==> config.mk <==
export PLATFORM = sky130hd
export DESIGN_NAME = fb_addr_gen
export DESIGN_NICKNAME = d
export VERILOG_FILES = /design/src/rtl/fb_addr_pkg.sv /design/src/rtl/fb_end_calc.sv /design/src/rtl/fb_fetch_seq.sv /design/src/rtl/fb_word_swap.sv /design/src/rtl/fb_addr_gen.sv
export SDC_FILE = /design/constraint.sdc
export NUM_CORES = 1
export LEC_CHECK = 0
export BUFFER_PORTS_ARGS = -buffer_cell sky130_fd_sc_hd__buf_4
export CORE_MARGIN = 4
export CORE_UTILIZATION = 49
export DETAILED_ROUTE_END_ITERATION = 16
export PLACE_DENSITY_LB_ADDON = 0.1
export SLEW_MARGIN = 10
export SYNTH_ARGS = -nofsm -noshare
export SYNTH_HDL_FRONTEND = slang
export SYNTH_SLANG_ARGS = --single-unit
==> constraint.sdc <==
create_clock -name clk_i -period 25.2 [get_ports clk_i]
set_clock_uncertainty 0.2 [all_clocks]
set_input_delay 5.04 -clock clk_i [delete_from_list [all_inputs] [get_ports clk_i]]
set_output_delay 5.04 -clock clk_i [all_outputs]
set_load 0.05 [all_outputs]
==> src/rtl/fb_addr_pkg.sv <==
`timescale 1ns/1ps
package fb_addr_pkg;
  typedef enum logic [1:0] {
    S_IDLE  = 2'd0,
    S_FETCH = 2'd1,
    S_WAIT  = 2'd2
  } seq_state_e;
endpackage

==> src/rtl/fb_end_calc.sv <==
`timescale 1ns/1ps
module fb_end_calc #(
  parameter int unsigned HW_ADDR_W = 21,
  parameter int unsigned DIM_W     = 11,
  parameter int unsigned LINE_W    = 10
) (
  input  logic [HW_ADDR_W-1:0] base_i,
  input  logic [DIM_W-1:0]     page_width_i,
  input  logic [DIM_W-1:0]     skip_i,
  input  logic [LINE_W-1:0]    line_count_i,
  output logic [HW_ADDR_W-1:0] end_addr_o,
  output logic                 cfg_err_o
);
  localparam int unsigned SPAN_W = DIM_W + 1;
  localparam int unsigned ROWS_W = LINE_W + 1;
  localparam int unsigned PROD_W = SPAN_W + ROWS_W;

  logic [SPAN_W-1:0] span;
  logic [ROWS_W-1:0] rows;
  logic [PROD_W-1:0] prod;

  always_comb begin
    span       = {1'b0, page_width_i} + {1'b0, skip_i};
    rows       = {1'b0, line_count_i} + ROWS_W'(1);
    prod       = PROD_W'(span) * PROD_W'(rows);
    end_addr_o = base_i + HW_ADDR_W'(prod);
    // whole-word fetches need an even, nonzero width
    cfg_err_o  = page_width_i[0] | (page_width_i == '0);
  end
endmodule

==> src/rtl/fb_fetch_seq.sv <==
`timescale 1ns/1ps
module fb_fetch_seq
  import fb_addr_pkg::*;
#(
  parameter int unsigned BANK_W    = 7,
  parameter int unsigned HW_ADDR_W = 21,
  parameter int unsigned DIM_W     = 11,
  parameter int unsigned ADDR_W    = 32
) (
  input  logic                 clk_i,
  input  logic                 rst_ni,
  input  logic [BANK_W-1:0]    bank_i,
  input  logic [HW_ADDR_W-1:0] base_i,
  input  logic [DIM_W-1:0]     page_width_i,
  input  logic [DIM_W-1:0]     skip_i,
  input  logic [HW_ADDR_W-1:0] end_addr_i,
  input  logic                 cfg_err_i,
  input  logic                 frame_sync_i,
  input  logic                 line_sync_i,
  input  logic                 ack_i,
  output logic                 req_o,
  output logic [ADDR_W-1:0]    addr_o,
  output logic                 frame_done_o
);
  localparam int unsigned CNT_W = DIM_W - 1;
  localparam int unsigned PAD_W = ADDR_W - BANK_W - HW_ADDR_W - 1;

  seq_state_e           state_q;
  logic [HW_ADDR_W-1:0] cur_q, end_q, line_next;
  logic [BANK_W-1:0]    bank_q;
  logic [CNT_W-1:0]     words_q, cnt_q;
  logic [DIM_W-1:0]     skip_q;
  logic                 done_q, last_word;

  assign last_word = (cnt_q == words_q - CNT_W'(1));
  assign line_next = cur_q + HW_ADDR_W'(2) + HW_ADDR_W'(skip_q);

  always_ff @(posedge clk_i or negedge rst_ni) begin
    if (!rst_ni) begin
      state_q <= S_IDLE;
      cur_q   <= '0;
      end_q   <= '0;
      bank_q  <= '0;
      words_q <= '0;
      cnt_q   <= '0;
      skip_q  <= '0;
      done_q  <= 1'b0;
    end else begin
      done_q <= 1'b0;
      if (frame_sync_i) begin
        state_q <= cfg_err_i ? S_IDLE : S_FETCH;
        cur_q   <= base_i;
        end_q   <= end_addr_i;
        bank_q  <= bank_i;
        words_q <= page_width_i[DIM_W-1:1];
        skip_q  <= skip_i;
        cnt_q   <= '0;
      end else begin
        unique case (state_q)
          S_FETCH: if (ack_i) begin
            if (last_word) begin
              cur_q <= line_next;
              cnt_q <= '0;
              if (line_next == end_q) begin
                state_q <= S_IDLE;
                done_q  <= 1'b1;
              end else begin
                state_q <= S_WAIT;
              end
            end else begin
              cur_q <= cur_q + HW_ADDR_W'(2);
              cnt_q <= cnt_q + CNT_W'(1);
            end
          end
          S_WAIT: if (line_sync_i) state_q <= S_FETCH;
          default: ;
        endcase
      end
    end
  end

  assign req_o        = (state_q == S_FETCH);
  assign addr_o       = {{PAD_W{1'b0}}, bank_q, cur_q, 1'b0};
  assign frame_done_o = done_q;

  p_req_hold_r5: assert property (@(posedge clk_i) disable iff (!rst_ni)
    req_o && !ack_i && !frame_sync_i |=> req_o && $stable(addr_o));
  p_done_pulse_r6: assert property (@(posedge clk_i) disable iff (!rst_ni)
    frame_done_o |=> !frame_done_o);
  p_quiet_after_done_r6: assert property (@(posedge clk_i) disable iff (!rst_ni)
    frame_done_o |-> !req_o);
  p_line_gate_r4: assert property (@(posedge clk_i) disable iff (!rst_ni)
    (state_q == S_WAIT) && !line_sync_i && !frame_sync_i |=> !req_o);
  p_err_blocks_r8: assert property (@(posedge clk_i) disable iff (!rst_ni)
    frame_sync_i && cfg_err_i |=> !req_o);
  p_step_r3: assert property (@(posedge clk_i) disable iff (!rst_ni)
    req_o && ack_i && !last_word && !frame_sync_i |=>
      addr_o[HW_ADDR_W:1] == $past(addr_o[HW_ADDR_W:1]) + HW_ADDR_W'(2));
endmodule

==> src/rtl/fb_word_swap.sv <==
`timescale 1ns/1ps
module fb_word_swap #(
  parameter int unsigned DATA_W = 32
) (
  input  logic              clk_i,
  input  logic              rst_ni,
  input  logic              take_i,
  input  logic              swap_halves_i,
  input  logic              swap_bytes_i,
  input  logic [DATA_W-1:0] data_i,
  output logic [DATA_W-1:0] data_o,
  output logic              valid_o
);
  localparam int unsigned HALF_W = DATA_W / 2;
  localparam int unsigned LANES  = DATA_W / 16;

  logic [DATA_W-1:0] halved, swapped;

  assign halved = swap_halves_i ? {data_i[HALF_W-1:0], data_i[DATA_W-1:HALF_W]} : data_i;

  for (genvar g = 0; g < LANES; g++) begin : g_lane
    assign swapped[16*g +: 16] = swap_bytes_i ?
      {halved[16*g +: 8], halved[16*g+8 +: 8]} : halved[16*g +: 16];
  end

  always_ff @(posedge clk_i or negedge rst_ni) begin
    if (!rst_ni) begin
      data_o  <= '0;
      valid_o <= 1'b0;
    end else begin
      valid_o <= take_i;
      if (take_i) data_o <= swapped;
    end
  end

  p_valid_follows_r9: assert property (@(posedge clk_i) disable iff (!rst_ni)
    take_i |=> valid_o);
  p_valid_only_r9: assert property (@(posedge clk_i) disable iff (!rst_ni)
    !take_i |=> !valid_o);
endmodule

==> src/rtl/fb_addr_gen.sv <==
`timescale 1ns/1ps
module fb_addr_gen #(
  parameter int unsigned BANK_W    = 7,
  parameter int unsigned HW_ADDR_W = 21,
  parameter int unsigned DIM_W     = 11,
  parameter int unsigned LINE_W    = 10,
  parameter int unsigned ADDR_W    = 32,
  parameter int unsigned DATA_W    = 32
) (
  input  logic                 clk_i,
  input  logic                 rst_ni,
  input  logic [BANK_W-1:0]    bank_i,
  input  logic [HW_ADDR_W-1:0] base_i,
  input  logic [DIM_W-1:0]     page_width_i,
  input  logic [DIM_W-1:0]     skip_i,
  input  logic [LINE_W-1:0]    line_count_i,
  input  logic                 swap_halves_i,
  input  logic                 swap_bytes_i,
  input  logic                 frame_sync_i,
  input  logic                 line_sync_i,
  input  logic                 ack_i,
  input  logic [DATA_W-1:0]    rdata_i,
  output logic                 req_o,
  output logic [ADDR_W-1:0]    addr_o,
  output logic [DATA_W-1:0]    data_o,
  output logic                 data_valid_o,
  output logic [HW_ADDR_W-1:0] end_addr_o,
  output logic                 frame_done_o,
  output logic                 cfg_err_o
);
  logic [HW_ADDR_W-1:0] end_addr;
  logic                 cfg_err, req, take;

  fb_end_calc #(.HW_ADDR_W(HW_ADDR_W), .DIM_W(DIM_W), .LINE_W(LINE_W)) i_end_calc (
    .base_i       (base_i),
    .page_width_i (page_width_i),
    .skip_i       (skip_i),
    .line_count_i (line_count_i),
    .end_addr_o   (end_addr),
    .cfg_err_o    (cfg_err)
  );

  fb_fetch_seq #(.BANK_W(BANK_W), .HW_ADDR_W(HW_ADDR_W), .DIM_W(DIM_W), .ADDR_W(ADDR_W)) i_seq (
    .clk_i        (clk_i),
    .rst_ni       (rst_ni),
    .bank_i       (bank_i),
    .base_i       (base_i),
    .page_width_i (page_width_i),
    .skip_i       (skip_i),
    .end_addr_i   (end_addr),
    .cfg_err_i    (cfg_err),
    .frame_sync_i (frame_sync_i),
    .line_sync_i  (line_sync_i),
    .ack_i        (ack_i),
    .req_o        (req),
    .addr_o       (addr_o),
    .frame_done_o (frame_done_o)
  );

  assign take = req & ack_i;

  fb_word_swap #(.DATA_W(DATA_W)) i_swap (
    .clk_i         (clk_i),
    .rst_ni        (rst_ni),
    .take_i        (take),
    .swap_halves_i (swap_halves_i),
    .swap_bytes_i  (swap_bytes_i),
    .data_i        (rdata_i),
    .data_o        (data_o),
    .valid_o       (data_valid_o)
  );

  assign req_o      = req;
  assign end_addr_o = end_addr;
  assign cfg_err_o  = cfg_err;
endmodule

* Word level (Yosys, flattened, before mapping)
Cells that the tools add are included.
Word-level totals: register bits after elaboration 116, input port bits 99
Cells by class: add/subtract/negate cells 7, multipliers 1, equality and inequality tests 7, muxes and demuxes 23, bitwise logic cells 2, reductions and logical operators 6
Operator list (number):
- $mux W21 | 4
- $mux W10 | 4
- $mux W16 | 2
- $mux W32 | 1
- $add A21 B11 Y21 | 1
- $add A21 B2 Y21 const B | 1
- $add A21 B21 Y21 | 1
- $eq A21 B21 Y1 | 1
- $mul A12 B11 Y21 | 1
- $add A11 B11 Y12 | 1
- $add A10 B1 Y11 const B | 1
- $logic_not A11 Y1 | 1
- $add A10 B1 Y10 const B | 1
- $eq A10 B10 Y1 | 1
- $mux W2 | 5
- $sub A10 B1 Y10 const B | 1
- $mux W1 | 6
- $ne A3 B3 Y1 const B | 2
- $pmux W2 S2 | 1
- $reduce_and A4 Y1 | 1
- $reduce_bool A2 Y1 | 2
- $ne A3 B2 Y1 const B | 1
- $reduce_bool A3 Y1 | 1
- $eq A2 B1 Y1 const B | 1
- other kinds (4) | 4

* Logic depth before layout (Yosys ltp)
Gate-level depths: netlist (run 1).
depth in word-level cells 8, depth in mapped cells 29, depth with buffers taken out 29

* Hierarchy
From an unflattened synthesis (run 1), not the netlist that was laid out.
Second synthesis, totals: cells, all modules 1372, area total of the unflattened synthesis 12864.8 µm²
By module, submodules not included:
- fb_fetch_seq | instances 1, cells an instance 581, area an instance 5738.0 µm², sequential area each 2077.0 µm²
- fb_end_calc | instances 1, cells an instance 646, area an instance 5400.2 µm², sequential area each 0.0 µm²
- fb_word_swap | instances 1, cells an instance 144, area an instance 1720.4 µm², sequential area each 825.8 µm²
- fb_addr_gen | instances 1, cells an instance 1, area an instance 6.3 µm², sequential area each 0.0 µm²

* Worst setup path before layout (run 1)
OpenSTA, ideal clock, no wires.
path kind in2out, start in page_width_i[0], end out end_addr_o[19], data arrival time 11668 ps, data required time 19960 ps, slack 8292 ps, cell stages on the path 28, path buffers 0, cells stage by stage ha_1 -> inv_1 -> fa_1 -> nor2b_1 -> o31a_1 -> o21ai_0 -> nand2b_1 -> xnor2_1 -> nand2_1 -> fa_1 -> inv_1 -> fa_1 -> inv_1 -> fa_1 -> inv_1 -> fa_1 -> inv_1 -> fa_1 -> inv_1 -> ha_1 -> a21oi_1 -> nand3b_1 -> o21ai_0 -> a31oi_1 -> a41o_1 -> o41ai_1 -> o21ai_0 -> xor2_1
On the way: longest elaborated chain between the ends 3
Ends and longest elaborated chain:
- start: declaration | line fb_addr_gen.sv:14 | input logic [DIM_W-1:0] page_width_i,
- $add A11 B11 Y12 | line fb_end_calc.sv:23 | span = {1'b0, page_width_i} + {1'b0, skip_i};
- $mul A12 B11 Y21 | line fb_end_calc.sv:25 | prod = PROD_W'(span) * PROD_W'(rows);
- $add A21 B21 Y21 | line fb_end_calc.sv:26 | end_addr_o = base_i + HW_ADDR_W'(prod);
- end: declaration | line fb_addr_gen.sv:27 | output logic [HW_ADDR_W-1:0] end_addr_o,
No other way between the ends.

* Worst setup path in the final report (run 1)
start in page_width_i[1], end out end_addr_o[20]
Same word-level chain as after synthesis.

==> results of run 1 <==
-- area by class of cell --
type | instances | area (sq um) | share of cell area [%]
Tap cell | 330 | 413 | 2.76
Sequential cell | 116 | 2900 | 19.4
Clock buffer | 20 | 467 | 3.12
Timing Repair Buffer | 192 | 1440 | 9.62
Inverter | 176 | 661 | 4.41
Clock inverter | 12 | 98.8 | 0.660
Multi-Input combinational cell | 1053 | 8990 | 60.1
-- per-layer routing --
| metal | up-vias | GRT usage, % | part of all wire (%) |
|---|---|---|---|
| met5 | - | 0 | 0 |
| met4 | 0 | 7.77 | 3.0 |
| met3 | 53 | 5.17 | 7.3 |
| met2 | 388 | 41.4 | 47 |
| met1 | 5343 | 36.6 | 43 |
| li1 | 4983 | - | - |
-- final timing paths --
path                                         from                end  slack [ns]  cells past startpoint
worst min register to register  i_swap.data_o[17]  i_swap.data_o[17]        0.27                      2
min in group asynchronous                  rst_ni     i_seq.cur_q[1]        4.47                      1
max in group asynchronous                  rst_ni     i_seq.cnt_q[8]       18.98                      2
worst min-delay path            i_swap.data_o[17]  i_swap.data_o[17]        0.27                      2
worst max register to register     i_seq.cur_q[1]   i_seq.state_q[1]       20.03                     14
worst max-delay path              page_width_i[1]     end_addr_o[20]        7.50                     29
-- state kept, by name, indices dropped and copies added (netlist names) --
| register | cells |
|---|---|
| i_seq.cnt_q | 10 |
| i_seq.cur_q | 21 |
| i_seq.end_q | 21 |
| i_seq.skip_q | 11 |
| i_swap.valid_o | 1 |
| i_seq.frame_done_o | 1 |
| i_seq.bank_q | 7 |
| i_seq.state_q | 2 |
| i_seq.words_q | 10 |
| i_swap.data_o | 32 |
-- through the flow --
stage	std cells	worst slack [ns]	area [sq um]	hold slack, ns
floorplan	1409	8.29	12800	0.285
finish	1899	7.50	15000	0.270
global placement	1867	7.75	14400	0.252
detailed placement	1867	7.53	14400	0.260
CTS	1899	7.50	15000	0.275
global route	1899	6.96	15000	0.292
-- placed cells by master (no fill, tap or decap), drive strengths merged, types with 32 or more instances in the layout --
| cell | n |
|---|---|
| nand2 | 212 |
| dfrtp | 116 |
| xnor2 | 70 |
| xor2 | 43 |
| o21ai | 52 |
| nor2 | 94 |
| mux2 | 47 |
| mux4 | 32 |
| fa | 110 |
| ha | 75 |
| buf | 192 |
| a21oi | 41 |
| inv | 178 |
-- worst max-delay path, delay by kind of cell --
family                     cells  cell delay (ns)
and+or+nand+nor                1             0.15
xor gates and xnor gates       2             0.45
AOI/OAI and AO/OA             11             2.85
buffers and inverters          8             0.80
adders and majority gates      7             3.17
-- cells by family (layout without fill, tap and decap cells) --
family | Yosys count | count (layout) | synth area share (%)
other | 1 | 4 | 0.0293
XOR/XNOR | 115 | 115 | 8.13
AO/OA/AOI/OAI | 182 | 182 | 9.33
flip-flops | 116 | 116 | 22.7
multiplexers | 89 | 89 | 10.5
AND/OR/NAND/NOR | 478 | 478 | 17.5
adder cells (fa/ha/maj) | 185 | 185 | 24.5
buffers and inverters | 240 | 400 | 7.30
==> results.txt, run 1 <==
----------------------------------------------------
[Status]
  Run status ... completed

[Critical path]
  Critical Path Fanout Max ... 6
  Worst setup path category ... in2out
  Arrival time of the worst setup path ... 12.46 ns
  Kind of start point of the critical path ... primary input
  Element type at the critical path end ... primary output
  Worst path slowest cell ... sky130_fd_sc_hd__fa_1
  Req. time, crit path ... 19.96 ns
  Maximum single-stage delay on the critical path ... 0.55 ns

[Clock tree]
  Post-CTS setup buffers ... 0
  Clock transition at path regs ... 0.06 ns
  CTS tree ... yes
  CTS hold repair buffers ... 0
  Sinks on the clock net ... 116
  Resize count post-CTS ... 0
  Maximum clock insertion buffer count ... 2
  Total clock buffers created by CTS ... 17
  Clk Tree Root Cell ... sky130_fd_sc_hd__clkbuf_16
  Skew-Pair Late Insertion Delay ... between 0.4 and 0.5 ns
  H-tree depth ... 4

[Global route]
  Number of antenna violations at the first check in global routing ... 1
  Total congestion overflow after global routing ... 0
  Number of global-route vias before repair ... ~11000
  Largest net degree at the start of global routing ... 73
  Global-route wire length before repair ... slightly below 60 mm
  All-layer global routing usage ... 26.1%

[Timing]
  Total count of hold-check failures in the final report ... 0
  Final setup violation count ... 0
  Transition time at the pin with the least slew margin ... 1.12 ns
  Setup repair after global routing missed its margin ... false
  Share of the clock period used by the worst path after layout ... 70.2%
  Total negative setup slack ... 0 ns
  Final min period ... 17.70 ns
  Rel. slew slack ... approximately 25%
  Highest clock rate ... 0.0565 GHz
  Number of pins with negative max-slew slack in the final report ... 0

[Yosys]
  Instance count of the mapped netlist ... about 1400
  Number of enable-type register cells in the synthesized netlist ... 0
  Cell Area, Synth ... 12800 sq um
  Library cell with the largest summed area after synthesis ... sky130_fd_sc_hd__dfrtp_1
  Proportion of synthesized chip area in sequential cells ... 22.7%
  Top cells by area, synth ... sky130_fd_sc_hd__dfrtp_1 (23%), sky130_fd_sc_hd__fa_1 (17%), sky130_fd_sc_hd__ha_1 (7.3%)
  Async SR Flop Fraction ... 100%
  Avg Inst Size Synth ... about 9.1 sq um
  Leading cell types by count after synthesis ... sky130_fd_sc_hd__nand2_1 (212), sky130_fd_sc_hd__inv_1 (176), sky130_fd_sc_hd__dfrtp_1 (116)
  Number of distinct library cells after synthesis ... 77
  Number of warnings printed during yosys synthesis ... 0
  Number of synthesized register bits ... 116
  Share of the synthesized area in the top cell type ... 22.7%
  Library cell with the highest instance count after synthesis ... sky130_fd_sc_hd__nand2_1
  Leading register cell type out of synthesis ... sky130_fd_sc_hd__dfrtp_1

[Cells and area]
  Final cell utilization of the core ... 58.8%
  Fill cell total of the finished layout ... 2282
  Post-layout net count ... 1840
  Proportion of layout cells with a drive suffix above 1 ... between 20 and 25%
  Count of inserted antenna diode cells ... 0
  Post-synthesis to final-layout area growth ... 16.9%

[Floorplanning]
  # rows ... 58
  Core footprint ... ~25000 sq um
  Initial cell density of the core ... 50.3%
  Io pins ... 188
  Total Die Area ... about 29000 sq um
  Die X ... 170 um
  Height of the die ... 170 um

[Route]
  Remaining DRCs ... 0
  Via Count ... roughly 11000
  Violation count after the first detailed-routing iteration ... 956
  Routed length per instance ... 19.6 um
  Drt first pass iters ... 5
  Detailed-route vias per instance ... around 5.7
  Antenna Violating Nets Remaining ... 0
  Detailed Route WL ... 37.2 mm

[Min path]
  Class of the tightest hold or removal check ... reg2reg

[Flow run]
  Max-cap violation count ... 0

[Place]
  Final Wtd Congestion ... 0.913
  IO Port Bufs ... 183
  Post-DP HPWL ... 30.0 mm

----------------------------------------------------
Power of run 1 is left out: the tool's default activity adds up to more than one toggle a clock period on the data nets, which glitch-free logic cannot reach.
==> inputs of run 2 (changes only) <==
Settings changed: ABC_AREA set to 1.
Clock period 25.2 ns to 15.9 ns, I/O delays scaled along.
==> results.txt, run 2 <==
----------------------------------------------------
[Yosys]
  Avg Inst Size Synth ... 7.27 sq um
  Number of enable-type register cells in the synthesized netlist ... 0
  Library cell with the highest instance count after synthesis ... sky130_fd_sc_hd__nand2_1
  Number of distinct library cells after synthesis ... 52
  Async SR Flop Fraction ... between 90% and 100%
  Top cells by area, synth ... sky130_fd_sc_hd__dfrtp_1 (22%), sky130_fd_sc_hd__fa_1 (17%), sky130_fd_sc_hd__nand2_1 (13%)
  Cell Area, Synth ... ~13000 sq um
  Instance count of the mapped netlist ... 1800
  Leading register cell type out of synthesis ... sky130_fd_sc_hd__dfrtp_1
  Number of warnings printed during yosys synthesis ... 0
  Number of synthesized register bits ... 116
  Leading cell types by count after synthesis ... sky130_fd_sc_hd__nand2_1 (458), sky130_fd_sc_hd__inv_1 (334), sky130_fd_sc_hd__nor2_1 (179)
  Share of the synthesized area in the top cell type ... 22.2%
  Library cell with the largest summed area after synthesis ... sky130_fd_sc_hd__dfrtp_1
  Proportion of synthesized chip area in sequential cells ... between 20% and 30%

[Floorplanning]
  Total Die Area ... slightly below 30000 sq um
  Height of the die ... 171 um
  Die X ... 171 um
  Initial cell density of the core ... 50.1%
  # rows ... 59
  Core footprint ... 26100 sq um
  Io pins ... between 150 and 200

[Cells and area]
  Final instance count without filler cells ... 2311
  Largest regs ... i_swap.data_o x32, i_seq.cur_q x21, i_seq.end_q x21
  Count of inserted antenna diode cells ... 0
  Fill cell total of the finished layout ... 2508
  Number of flip-flops in the largest register ... 32
  Post-synthesis to final-layout area growth ... 17.1%
  Top library cells by usage in the layout, fill and taps aside ... sky130_fd_sc_hd__nand2_1 (458), sky130_fd_sc_hd__inv_1 (334), sky130_fd_sc_hd__buf_4 (188)
  Final std cell area, no fill ... 15300 sq um
  Biggest register ... i_swap.data_o
  Most common library cell in the layout ignoring fill and taps ... sky130_fd_sc_hd__nand2_1
  Post-layout net count ... roughly 2200
  Proportion of layout cells with a drive suffix above 1 ... 12.9%

[Clock tree]
  Total clock buffers created by CTS ... 17
  Maximum clock insertion buffer count ... 2
  CTS hold repair buffers ... 0
  Sinks on the clock net ... around 120
  Skew-Pair Late Insertion Delay ... 0.43 ns
  Post-CTS setup buffers ... 0
  Resize count post-CTS ... 0
  CTS tree ... yes
  Clk Tree Root Cell ... sky130_fd_sc_hd__clkbuf_16
  H-tree depth ... 4
  Clock transition at path regs ... 0.07 ns

[Global route]
  Global routing met2 resource utilization ... 45.1%
  Total congestion overflow after global routing ... 0
  Largest net degree at the start of global routing ... between 90 and 100
  Highest-utilization routing layer at the global route stage ... met2
  GR Util met3 ... ~4.7%
  Number of antenna violations at the first check in global routing ... 2
  Met1 GRT Util ... 38.1%
  Global-route wire length before repair ... 63.5 mm
  All-layer global routing usage ... 27.5%
  Number of global-route vias before repair ... 12200

[Place]
  Post-DP HPWL ... 31.7 mm
  IO Port Bufs ... 183
  Pre-CTS worst setup slack ... roughly 2 ns
  Final Wtd Congestion ... 0.918
  Number of placed instances, taps included ... approximately 2300
  Cell area after placement ... 14700 sq um

[Critical path]
  Worst setup path category ... in2out
  Req. time, crit path ... 12.52 ns
  Cell with the most instances on the worst path ... sky130_fd_sc_hd__fa_1
  Critical Path Fanout Max ... 7
  Arrival time of the worst setup path ... approximately 10 ns
  Worst path slowest cell ... sky130_fd_sc_hd__o311ai_0
  Kind of start point of the critical path ... primary input
  Element type at the critical path end ... primary output
  Cells on worst reg2reg path ... 24
  Maximum single-stage delay on the critical path ... just over 0.7 ns

[Min path]
  Class of the tightest hold or removal check ... reg2reg
  Cell count of the worst hold path ... 2

[Status]
  Run status ... completed

[Route]
  Violation count after the first detailed-routing iteration ... 782
  Via Count ... ~12000
  Drt first pass iters ... 5
  Detailed-route vias per instance ... 5.29
  Routed length per instance ... 17.0 um
  Remaining DRCs ... 0
  Detailed Route WL ... approximately 39 mm
  Antenna Violating Nets Remaining ... 0

[Timing]
  Worst Slack Setup Final ... 2.11 ns
  Share of the clock period used by the worst path after layout ... between 80 and 90%
  Setup repair after global routing missed its margin ... false
  Highest clock rate ... ~0.073 GHz
  Final min period ... 13.79 ns
  Number of pins with negative max-slew slack in the final report ... 0
  Transition time at the pin with the least slew margin ... 1.02 ns
  Rel. slew slack ... 32.0%
  Total count of hold-check failures in the final report ... 0
  Final setup violation count ... 0
  Total negative setup slack ... 0 ns

[Flow run]
  Max-cap violation count ... 0

----------------------------------------------------
[run 2: cell count changes after synthesis, sizes merged, moves of 46 or more]
cell	before	now
xnor2	70	12
nand2	212	462
nand3	28	78
o21ai	52	98
nor2	94	195
inv	176	336
mux2	47	0
[run 2: through the flow]
stage | hold WS (ns) | util, %
after floorplan | 0.246 | -
after global placement | 0.259 | 56.3
after detailed placement | 0.263 | 56.3
after CTS | 0.284 | 58.6
after global routing | 0.306 | 58.6
final | 0.276 | 58.6
[run 2: routing by layer]
| metal | vias to the layer above | wire (um) |
|---|---|---|
| met3 | 60 | 2850 |
| met5 | - | 21 |
| met1 | 5765 | 17500 |
| li1 | 5946 | - |
| met4 | 4 | 800 |
| met2 | 455 | 18000 |
[run 2: final cells by class]
class	count	area, sq um	share of cell area, %
sequential	116	2900	18.9
multi-input combinational	1301	8720	56.9
clock inverter	15	170	1.11
inverter	339	1270	8.31
tap	335	419	2.74
clock buffer	17	425	2.78
timing repair buffer	188	1410	9.21
[run 2: path summary, 6_finish.rpt]
path                                  from               end  slack, ns
min                        i_seq.bank_q[6]   i_seq.bank_q[6]       0.28
min in group asynchronous           rst_ni  i_swap.data_o[6]       2.53
max                        page_width_i[0]    end_addr_o[20]       2.11
max reg2reg                 i_seq.cur_q[1]  i_seq.state_q[1]      11.45
min reg2reg                i_seq.bank_q[6]   i_seq.bank_q[6]       0.28
max in group asynchronous           rst_ni   i_seq.bank_q[4]      11.55
[run 2: critical path: cells and delay by family]
kind,cells,cell delay (ns)
AO/OA/AOI/OAI,4,1.27
XOR/XNOR,1,0.62
adder cells (fa/ha/maj),8,3.46
buffers and inverters,7,0.72
AND/OR/NAND/NOR,8,1.15
[run 2: kinds of logic (layout without fill, tap and decap cells)]
logic type	Yosys count	in the layout	synth area share, %
AOI/OAI and AO/OA	219	219	9.88
DFF	116	116	22.2
xor gates and xnor gates	61	61	4.40
adders and majority gates	185	185	24.0
and+or+nand+nor	800	800	25.8
muxes	32	32	2.45
buffers and inverters	386	559	11.3
other	1	4	0.0287
Power of run 2 is left out for the same reason.
